`src/rtl/gpx_pkg.sv`:
```
package gpx_pkg;

    // Function group held in the upper address bits.
    typedef enum logic [2:0] {
        GRP_DIR   = 3'd0,
        GRP_LVL   = 3'd1,
        GRP_IEN   = 3'd2,
        GRP_IST   = 3'd3,
        GRP_SPARE = 3'd4
    } gpx_grp_e;

    localparam int GRP_W = 3;

    // Byte-index width: pin count rounded up to a power of two, over eight.
    function automatic int bank_shift(input int pins);
        return ($clog2(pins) > 3) ? ($clog2(pins) - 3) : 0;
    endfunction

endpackage

```
`src/rtl/gpx_sync.sv`:
```
module gpx_sync #(
    parameter int W = 8
) (
    input  logic         clk,
    input  logic         rst_n,
    input  logic [W-1:0] d,
    output logic [W-1:0] q
);

    logic [W-1:0] meta_q;
    logic [W-1:0] hold_q;

    always_ff @(posedge clk or negedge rst_n) begin
        if (!rst_n) begin
            meta_q <= '0;
            hold_q <= '0;
        end else begin
            meta_q <= d;
            hold_q <= meta_q;
        end
    end

    assign q = hold_q;

endmodule

```
`src/rtl/gpx_decode.sv`:
```
module gpx_decode
    import gpx_pkg::*;
#(
    parameter int SHIFT  = 3,
    parameter int BYTES  = 6,
    parameter int ADDR_W = SHIFT + GRP_W,
    parameter int IDX_W  = (SHIFT > 0) ? SHIFT : 1
) (
    input  logic [ADDR_W-1:0] addr,
    output logic [3:0]        sel,
    output logic [IDX_W-1:0]  idx
);

    logic [GRP_W-1:0] grp;
    logic             in_range;

    assign grp = addr[ADDR_W-1 -: GRP_W];

    generate
        if (SHIFT > 0) begin : g_idx
            assign idx = addr[SHIFT-1:0];
        end else begin : g_noidx
            assign idx = '0;
        end
    endgenerate

    // Byte indices past the last populated byte are not decoded.
    assign in_range = ({1'b0, idx} < (IDX_W + 1)'(BYTES));

    always_comb begin
        sel = '0;
        if (in_range) begin
            case (gpx_grp_e'(grp))
                GRP_DIR: sel[0] = 1'b1;
                GRP_LVL: sel[1] = 1'b1;
                GRP_IEN: sel[2] = 1'b1;
                GRP_IST: sel[3] = 1'b1;
                default: sel = '0;
            endcase
        end
    end

endmodule

```
`src/rtl/gpx_rdmux.sv`:
```
module gpx_rdmux #(
    parameter int PADW  = 64,
    parameter int IDX_W = 3
) (
    input  logic [3:0]       sel,
    input  logic [IDX_W-1:0] idx,
    input  logic [PADW-1:0]  v_dir,
    input  logic [PADW-1:0]  v_lvl,
    input  logic [PADW-1:0]  v_ien,
    input  logic [PADW-1:0]  v_ist,
    output logic [7:0]       rdata
);

    logic [IDX_W+2:0] ofs;

    assign ofs = {idx, 3'b000};

    // AND-OR mux: the decoder gives at most one select.
    always_comb begin
        rdata = ({8{sel[0]}} & v_dir[ofs +: 8])
              | ({8{sel[1]}} & v_lvl[ofs +: 8])
              | ({8{sel[2]}} & v_ien[ofs +: 8])
              | ({8{sel[3]}} & v_ist[ofs +: 8]);
    end

endmodule

```
`src/rtl/gpx_regfile.sv`:
```
module gpx_regfile
    import gpx_pkg::*;
#(
    parameter  int NUM_PINS = 48,
    localparam int SHIFT    = bank_shift(NUM_PINS),
    localparam int ADDR_W   = SHIFT + GRP_W
) (
    input  logic                clk,
    input  logic                rst_n,
    input  logic                reg_we,
    input  logic [ADDR_W-1:0]   reg_addr,
    input  logic [7:0]          reg_wdata,
    output logic [7:0]          reg_rdata,
    input  logic [NUM_PINS-1:0] pad_in,
    output logic [NUM_PINS-1:0] pad_out,
    output logic [NUM_PINS-1:0] pad_oe,
    output logic                irq
);

    localparam int REGS  = 1 << SHIFT;
    localparam int PADW  = REGS * 8;
    localparam int BYTES = (NUM_PINS + 7) / 8;
    localparam int IDX_W = (SHIFT > 0) ? SHIFT : 1;

    typedef struct packed {
        logic [PADW-1:0] dir;
        logic [PADW-1:0] outv;
        logic [PADW-1:0] ien;
        logic [PADW-1:0] ists;
        logic [PADW-1:0] prev;
        logic [1:0]      warm;
    } state_t;

    state_t          st_d, st_q;
    logic [PADW-1:0] pin_mask;
    logic [PADW-1:0] pad_wide;
    logic [PADW-1:0] lvl_s;
    logic [3:0]      sel;
    logic [IDX_W-1:0] byte_idx;
    logic [PADW-1:0] wmask;
    logic [PADW-1:0] wbits;
    logic [PADW-1:0] clr;
    logic [PADW-1:0] chg;

    // Bits of the padded vectors that stand for real pins.
    generate
        for (genvar i = 0; i < PADW; i++) begin : g_mask
            assign pin_mask[i] = (i < NUM_PINS);
        end
        if (PADW > NUM_PINS) begin : g_pad
            assign pad_wide = {{(PADW - NUM_PINS){1'b0}}, pad_in};
        end else begin : g_nopad
            assign pad_wide = pad_in;
        end
    endgenerate

    gpx_sync #(.W(PADW)) u_sync (
        .clk   (clk),
        .rst_n (rst_n),
        .d     (pad_wide),
        .q     (lvl_s)
    );

    gpx_decode #(
        .SHIFT  (SHIFT),
        .BYTES  (BYTES),
        .ADDR_W (ADDR_W),
        .IDX_W  (IDX_W)
    ) u_dec (
        .addr (reg_addr),
        .sel  (sel),
        .idx  (byte_idx)
    );

    always_comb begin
        st_d  = st_q;
        wmask = '0;
        wbits = '0;
        for (int b = 0; b < REGS; b++) begin
            wbits[b*8 +: 8] = reg_wdata;
            if (byte_idx == IDX_W'(b)) begin
                wmask[b*8 +: 8] = 8'hFF;
            end
        end
        wmask = wmask & pin_mask;

        if (reg_we && sel[0]) begin
            st_d.dir = (st_q.dir & ~wmask) | (wbits & wmask);
        end
        if (reg_we && sel[1]) begin
            st_d.outv = (st_q.outv & ~wmask) | (wbits & wmask);
        end
        if (reg_we && sel[2]) begin
            st_d.ien = (st_q.ien & ~wmask) | (wbits & wmask);
        end

        clr = (reg_we && sel[3]) ? (wbits & wmask) : '0;
        // Capture starts once prev follows a settled synchroniser.
        chg = (st_q.warm == 2'd3) ? ((lvl_s ^ st_q.prev) & pin_mask) : '0;
        st_d.ists = (st_q.ists & ~clr) | chg;

        st_d.prev = lvl_s;
        if (st_q.warm != 2'd3) begin
            st_d.warm = st_q.warm + 2'd1;
        end
    end

    always_ff @(posedge clk or negedge rst_n) begin
        if (!rst_n) begin
            st_q <= '0;
        end else begin
            st_q <= st_d;
        end
    end

    gpx_rdmux #(.PADW(PADW), .IDX_W(IDX_W)) u_rd (
        .sel   (sel),
        .idx   (byte_idx),
        .v_dir (st_q.dir),
        .v_lvl (lvl_s & pin_mask),
        .v_ien (st_q.ien),
        .v_ist (st_q.ists),
        .rdata (reg_rdata)
    );

    assign pad_oe  = st_q.dir[NUM_PINS-1:0];
    assign pad_out = st_q.outv[NUM_PINS-1:0];
    assign irq     = |(st_q.ists & st_q.ien);

endmodule

```
`config.mk`:
```
export PLATFORM = sky130hd
export DESIGN_NAME = gpx_regfile
export DESIGN_NICKNAME = d
export VERILOG_FILES = /design/src/rtl/gpx_pkg.sv /design/src/rtl/gpx_sync.sv /design/src/rtl/gpx_decode.sv /design/src/rtl/gpx_rdmux.sv /design/src/rtl/gpx_regfile.sv
export SDC_FILE = /design/constraint.sdc
export NUM_CORES = 1
export LEC_CHECK = 0
export BUFFER_PORTS_ARGS = -buffer_cell sky130_fd_sc_hd__buf_2
export CORE_MARGIN = 10
export CORE_UTILIZATION = 40
export DETAILED_ROUTE_END_ITERATION = 10
export SETUP_SLACK_MARGIN = 0.5
export SLEW_MARGIN = 20
export SYNTH_ARGS = -nofsm -noshare
export SYNTH_HDL_FRONTEND = slang
export SYNTH_SLANG_ARGS = --single-unit
```
`constraint.sdc`:
```
create_clock -name clk -period 2.95 [get_ports clk]
set_input_delay 0.295 -clock clk [delete_from_list [all_inputs] [get_ports clk]]
set_output_delay 0.295 -clock clk [all_outputs]
set_load 0.01 [all_outputs]
```
==> results of run 1 <==
==> stage by stage <==
step	total power, mW	instance area, µm²
finish	11.31	17000
global route	11.76	17000
CTS	11.43	16960
detailed placement	6.438	15110
global placement	6.414	15110
floorplan	6.036	14300
==> placed cells by master, fill, tap and decap left out, types with 3 or more instances in the layout <==
| master | instances |
|---|---|
| a221oi_1 | 5 |
| a221oi_2 | 4 |
| a22o_1 | 58 |
| a22oi_1 | 4 |
| buf_12 | 9 |
| buf_2 | 167 |
| buf_4 | 21 |
| bufinv_16 | 5 |
| clkbuf_1 | 5 |
| clkbuf_16 | 39 |
| clkbuf_8 | 3 |
| clkinv_2 | 8 |
| dfrtp_1 | 335 |
| dfrtp_2 | 3 |
| dlygate4sd3_1 | 49 |
| mux2_2 | 144 |
| mux2i_1 | 96 |
| nand2_1 | 48 |
| nand2_2 | 6 |
| nand3_2 | 6 |
| nand4_1 | 10 |
| nor2_1 | 33 |
| nor2_4 | 3 |
| nor3_4 | 4 |
| nor4_4 | 3 |
| o21ai_0 | 31 |
| o22ai_1 | 32 |
| xor2_1 | 48 |
==> layer usage <==
| layer | share of wire, % | wire length (µm) |
|---|---|---|
| met1 | 44 | 17100 |
| met2 | 46 | 18010 |
| met3 | 7.0 | 2715 |
| met4 | 2.9 | 1150 |
| met5 | 0.041 | 16 |
==> critical path: cells and delay by family, from the launching register on <==
family                 cells  cell delay [ps]
buffers and inverters      1              160
AO/OA/AOI/OAI              2              470
AND/OR/NAND/NOR            2              650
flip-flops                 1              470
==> report_power, final <==
group	internal, mW	switching [mW]	leakage (nW)
logic	0.565	0.651	3.19
registers	4.96	0.237	4.05
clock network	2.96	1.93	0.639
total	8.49	2.82	7.88
==> repair_timing <==
item                                   CTS  global route
pin swaps                                1             1
buffers inserted                         1             0
gates resized for setup                 10             9
endpoints found under the hold margin  114             0
hold buffers                            49             0
setup endpoints to repair                9             8
==> cells by family after synthesis <==
logic type	count (synthesis)	synth area share, %
compound gates	138	6.985
xor+xnor	49	3.002
fa+ha+maj	1	0.08751
buf+inv	151	6.696
flops	338	59.17
mux	241	18.14
simple gates	137	5.917
==> worst max path at each step <==
stage	end	slack, ps	depth (start not counted)
after floorplan	reg_rdata[0]	1060	7
final	irq	340	5
after detailed placement	reg_rdata[4]	280	7
after global placement	reg_rdata[0]	380	7
after global routing	irq	280	5
after CTS	irq	320	5
==> area by class of cell <==
type                       instances  area share, %
clock inverter                    20          1.545
inverter                           2        0.04415
antenna                            2        0.02943
sequential                       338          49.76
timing repair buffer             248          10.04
multi-input combinational        566          29.09
tap                              461          3.392
clock buffer                      47          6.093
==> metrics.md, run 1 <==
| Metric | Value |
|---|---|
| Final ANT Viol Nets | `0` |
| Met2 Usage GRT | `27.20%` |
| Synthesized area per cell | `13.55 µm²` |
| Worst-path clk slew | `60 ps` |
| CP peak stage delay | `520 ps` |
| Period Utilization, post-route | `88.38%` |
| Dpl ws | `276.6 ps` |
| I/O pin total | `170` |
| Most frequent cell after synthesis | `dfrtp_1` |
| Final setup margin | `342.7 ps` |
| DRC violations left | `0` |
| CP Launch Type | `register` |
| Max transition margin | `52.90%` |
| Worst-margin pin slew | `706.6 ps` |
| Critical Path AT | `2310 ps` |
| PwrDens | `665.0 nW/µm²` |
| Sequential-to-total area share from yosys stat | `59.17%` |
| Post-Syn Area | `14290 µm²` |
| Horiz. Die Dim | `209.0 µm` |
| Drt total wl | `38990 µm` |
| Slew Viols, Final | `0` |
| Peak VDD IR | `563.0 µV` |
| 1st-pass router iterations | `5` |
| Row cnt | `69` |
| Cells after Synth | `1055` |
| Total of max-cap violations | `0` |
| Share of the synthesized area in the top cell type | `59.17%` |
| Top cells by area, synth | `dfrtp_1, mux2_2, mux2i_1` |
| Unique masters post-synth | `44` |
| Worst setup path start | `st_q[93]` |
| Clock Sink Count | `338` |
| Reg area | `8462 µm²` |
| Met1 Use GR | `23.41%` |
| First-pass GRT wire length | `59370 µm` |
| Clk root buf | `clkbuf_16` |
| Status | `complete, no violations` |
| Synth top cells by count | `dfrtp_1, mux2_2, buf_4` |
| Clock Skew | `11.77 ps` |
| Syn. warnings | `0` |
| Critical path's slowest cell | `or4_4` |
| Yosys top cell by area | `dfrtp_1` |
| Iteration-0 DRC count of the detailed router | `475` |
| Share of layout cells above drive strength 1 | `36.86%` |
| Worst Path Required | `2650 ps` |
| I/O Buffers | `169` |
| Synthesized Nets | `1121` |
| DIE AREA | `43700 µm²` |
| RSZ-0062 raised after global routing | `true` |
| Final net count | `1260` |
| Final RePlAce weighted congestion | `0.9524` |
| Cell Count, Final, Fillers Out | `1684` |
| R2r setup slk | `1280 ps` |
| Largest net degree at the start of global routing | `74` |
| Initial Util | `40.39%` |
| Via/cell ratio | `5.333` |
| Initial antenna violation count | `2` |
| EDFF count, synth | `0` |
| CTS tree | `yes` |
| Clock latency on the worst-skew pair | `540 ps` |
| Worst r2r src | `st_q[0]` |
| Min-delay worst type | `input port to asynchronous set/reset pin` |
| CP Capture Type | `output port` |
| DR vias | `8981` |
| Area delta synth->final | `18.95%` |
| Placed cells | `1565` |
| CTS H-tree depth | `2` |
| Final Hold Fails | `0` |
| Post-Route Utilization | `48.04%` |
| Multi-input logic area | `4947 µm²` |
| Detail Placement HPWL | `27240 µm` |
| FF-to-FF End | `st_q[1]` |
| Fin Setup TNS | `0 ps` |
| Total grt overflow | `0` |
| Routed wire length per instance | `23.15 µm` |
| Layer with the highest usage | `met2` |
| Crit path time final | `2607 ps` |
| Crit path max fanout | `3` |
| Number of cells on the worst reg-to-reg path | `3` |
| Filler cells | `3155` |
| Hold slack | `327.3 ps` |
| Ys flop type | `dfrtp_1` |
| Finish-stage setup viols | `0` |
| Clock tree buffer depth | `3` |
| Core area | `35400 µm²` |
| Synthesized flop and latch total | `338` |
| Die Span Y | `209.0 µm` |
| Vias in the first global route | `9388` |
| Overall Global Routing Usage | `17.57%` |
| Post-synth ARST share | `100.0%` |
| Critical path type | `register to output port` |
| Critical path, cell by cell | `a22o_1, a221oi_2, nand4_1, or4_4, buf_2` |
| M3 GR Usage | `4.682%` |
| Fmax | `383.5 MHz` |
| Total CTS buffers | `38` |
| LEAKAGE | `7.883 nW` |
(Power assumes the default switching activity.)
==> run 2, diff against run 1 <==
SYNTH_HIERARCHICAL = 1   (was unset)
==> metrics.md, run 2 <==
| Metric | Value |
|---|---|
| I/O pin total | `170 (unchanged)` |
| Detail Placement HPWL | `26090 µm (-4.2%)` |
| Final instance area | `17870 µm² (+5.1%)` |
| ANT cells | `0 (-2)` |
| Final Hold Fails | `0 (unchanged)` |
| Core area | `36430 µm² (+2.9%)` |
| Largest net degree at the start of global routing | `77 (+4.1%)` |
| Post-Syn Area | `14680 µm² (+2.7%)` |
| Total grt overflow | `0 (unchanged)` |
| 1st-pass router iterations | `5 (unchanged)` |
| Worst-margin pin slew | `908.3 ps (+201.7 ps)` |
| CP Launch Type | `register` |
| DIE AREA | `44760 µm² (+2.4%)` |
| Share of layout cells above drive strength 1 | `45.23% (+8.4 points)` |
| Horiz. Die Dim | `211.6 µm (+1.2%)` |
| Fmax | `379.0 MHz (-1.2%)` |
| Post-Route Utilization | `49.04% (+1.0 points)` |
| LEAKAGE | `8.373 nW (+6.2%)` |
| CTS tree | `yes` |
| Final net count | `1321 (+4.8%)` |
| Slew Viols, Final | `0 (unchanged)` |
| Iteration-0 DRC count of the detailed router | `540 (+14%)` |
| Critical Path AT | `2340 ps (+30 ps)` |
| Syn. warnings | `6 (+6)` |
| Clock Sink Count | `338 (unchanged)` |
| Crit path time final | `2639 ps (+31.34 ps)` |
| Critical path type | `register to output port` |
| Hold slack | `152.4 ps (-174.9 ps)` |
| Total of max-cap violations | `0 (unchanged)` |
| Drt total wl | `38070 µm (-2.4%)` |
| Final ANT Viol Nets | `0 (unchanged)` |
| Worst Path Required | `2650 ps (about the same)` |
| Routed wire length per instance | `21.80 µm (-5.8%)` |
| Critical path, cell by cell | `a22o_1, a221oi_2, nand4_1, or4_4, buf_6` |
| DRC violations left | `0 (unchanged)` |
| PwrDens | `637.4 nW/µm² (-4.2%)` |
| CP delay by family, top | `simple AND/OR/NAND/NOR gates` |
| Post-Place Cell Area | `15660 µm² (+3.6%)` |
| Synthesized area per cell | `14.38 µm² (+6.1%)` |
| Placed cells | `1601 (+2.3%)` |
| Worst-path clk slew | `60 ps (about the same)` |
| Area delta synth->final | `21.73%` |
| Cell Count, Final, Fillers Out | `1746 (+3.7%)` |
| CP bufs+invs | `1 (unchanged)` |
| Max transition margin | `39.45% (-13 points)` |
| Fin Setup TNS | `0 ps (unchanged)` |
| Final RePlAce weighted congestion | `0.9065 (-4.8%)` |
| Total CTS buffers | `37 (-2.6%)` |
| Peak VDD IR | `573.4 µV (+1.8%)` |
| CTS H-tree depth | `2 (unchanged)` |
| Clock Skew | `12.32 ps (+0.5501 ps)` |
| Status | `complete, no violations` |
| Initial antenna violation count | `0 (-2)` |
| I/O Buffers | `169 (unchanged)` |
| Clk root buf | `clkbuf_16` |
| Commonest cells after routing, fill and taps aside | `dfrtp_1, buf_2, mux2_2` |
| Filler cells | `3168 (+0.41%)` |
| Clock latency on the worst-skew pair | `540 ps (about the same)` |
| Min-delay worst type | `input port to register` |
| Initial Util | `40.29% (-0.097 points)` |
| Cells after Synth | `1021 (-3.2%)` |
| Most common cell after layout, fill and taps aside | `dfrtp_1` |
| Finish-stage setup viols | `0 (unchanged)` |
| CP peak stage delay | `580 ps (+60 ps)` |
| Clock tree buffer depth | `3 (unchanged)` |
| Via/cell ratio | `5.090 (-4.5%)` |
| First-pass GRT wire length | `58060 µm (-2.2%)` |
| Critical path's slowest cell | `or4_4` |
| Vias in the first global route | `9412 (+0.26%)` |
| Row cnt | `70 (+1.4%)` |
| Period Utilization, post-route | `89.45% (+1.1 points)` |
| RSZ-0062 raised after global routing | `true` |
| Crit path max fanout | `3 (unchanged)` |
| CP Capture Type | `output port` |
| DR vias | `8888 (-1.0%)` |
| Die Span Y | `211.6 µm (+1.2%)` |
| Overall Global Routing Usage | `17.12% (-0.45 points)` |
-- run 2: cell count changes in the layout (fill, tap and decap cells not counted), moves of 37 or more --
cell,previous run,this run
conb_1,0,64
buf_4,21,58
mux4_2,0,64
nand2_1,48,108
a22o_1,58,10
mux2i_1,96,0
-- run 2: final timing paths --
path,startpoint,end,slack (ps),depth (start not counted)
max,st_q[94],irq,310,5
min,reg_wdata[4],register,150,2
max reg2reg,st_q[0],st_q[1],1530,3
min reg2reg,u_sync/meta_q[29],u_sync/q[29],340,0
max in group asynchronous,rst_n,asynchronous set/reset pin,1740,3
min in group asynchronous,rst_n,u_sync/meta_q[40],280,2
-- run 2: through the flow --
step	setup slack (ps)	total power, mW
floorplan	806.5	6.154
CTS	316.6	11.50
global placement	337.1	6.529
global route	295.3	11.84
finish	311.4	11.39
detailed placement	319.6	6.552
-- run 2: layout make-up --
cell class	count	area, µm²	share of cell area (%)
Clock buffer	52	1062	5.945
Inverter	2	7.507	0.04201
Sequential cell	338	8464	47.37
Clock inverter	10	180.2	1.008
Tap cell	468	585.6	3.277
Timing Repair Buffer	282	1946	10.89
Multi-Input combinational cell	594	5623	31.47
-- run 2: routing by layer --
layer / GRT usage (%) / vias to the layer above / routed length, µm
li1: - / 3912 / -
met1: 22.16 / 4663 / 16140
met2: 27.77 / 247 / 18580
met3: 3.638 / 66 / 1995
met4: 6.348 / 0 / 1353
met5: 0 / - / 0
-- run 2: power by group --
group / total [mW] / internal, mW / switching [mW]
combinational: 1.44 / 0.743 / 0.697
sequential: 5.19 / 4.96 / 0.229
clock: 4.75 / 2.93 / 1.82
total: 11.4 / 8.64 / 2.75
-- run 2: what timing repair did --
item | CTS | global route
resized for setup | 49 | 11
hold buffers | 49 | 0
buffers inserted | 30 | 4
pin swaps | 27 | 5
endpoints found under the setup margin | 9 | 9
hold endpoints to repair | 98 | 0
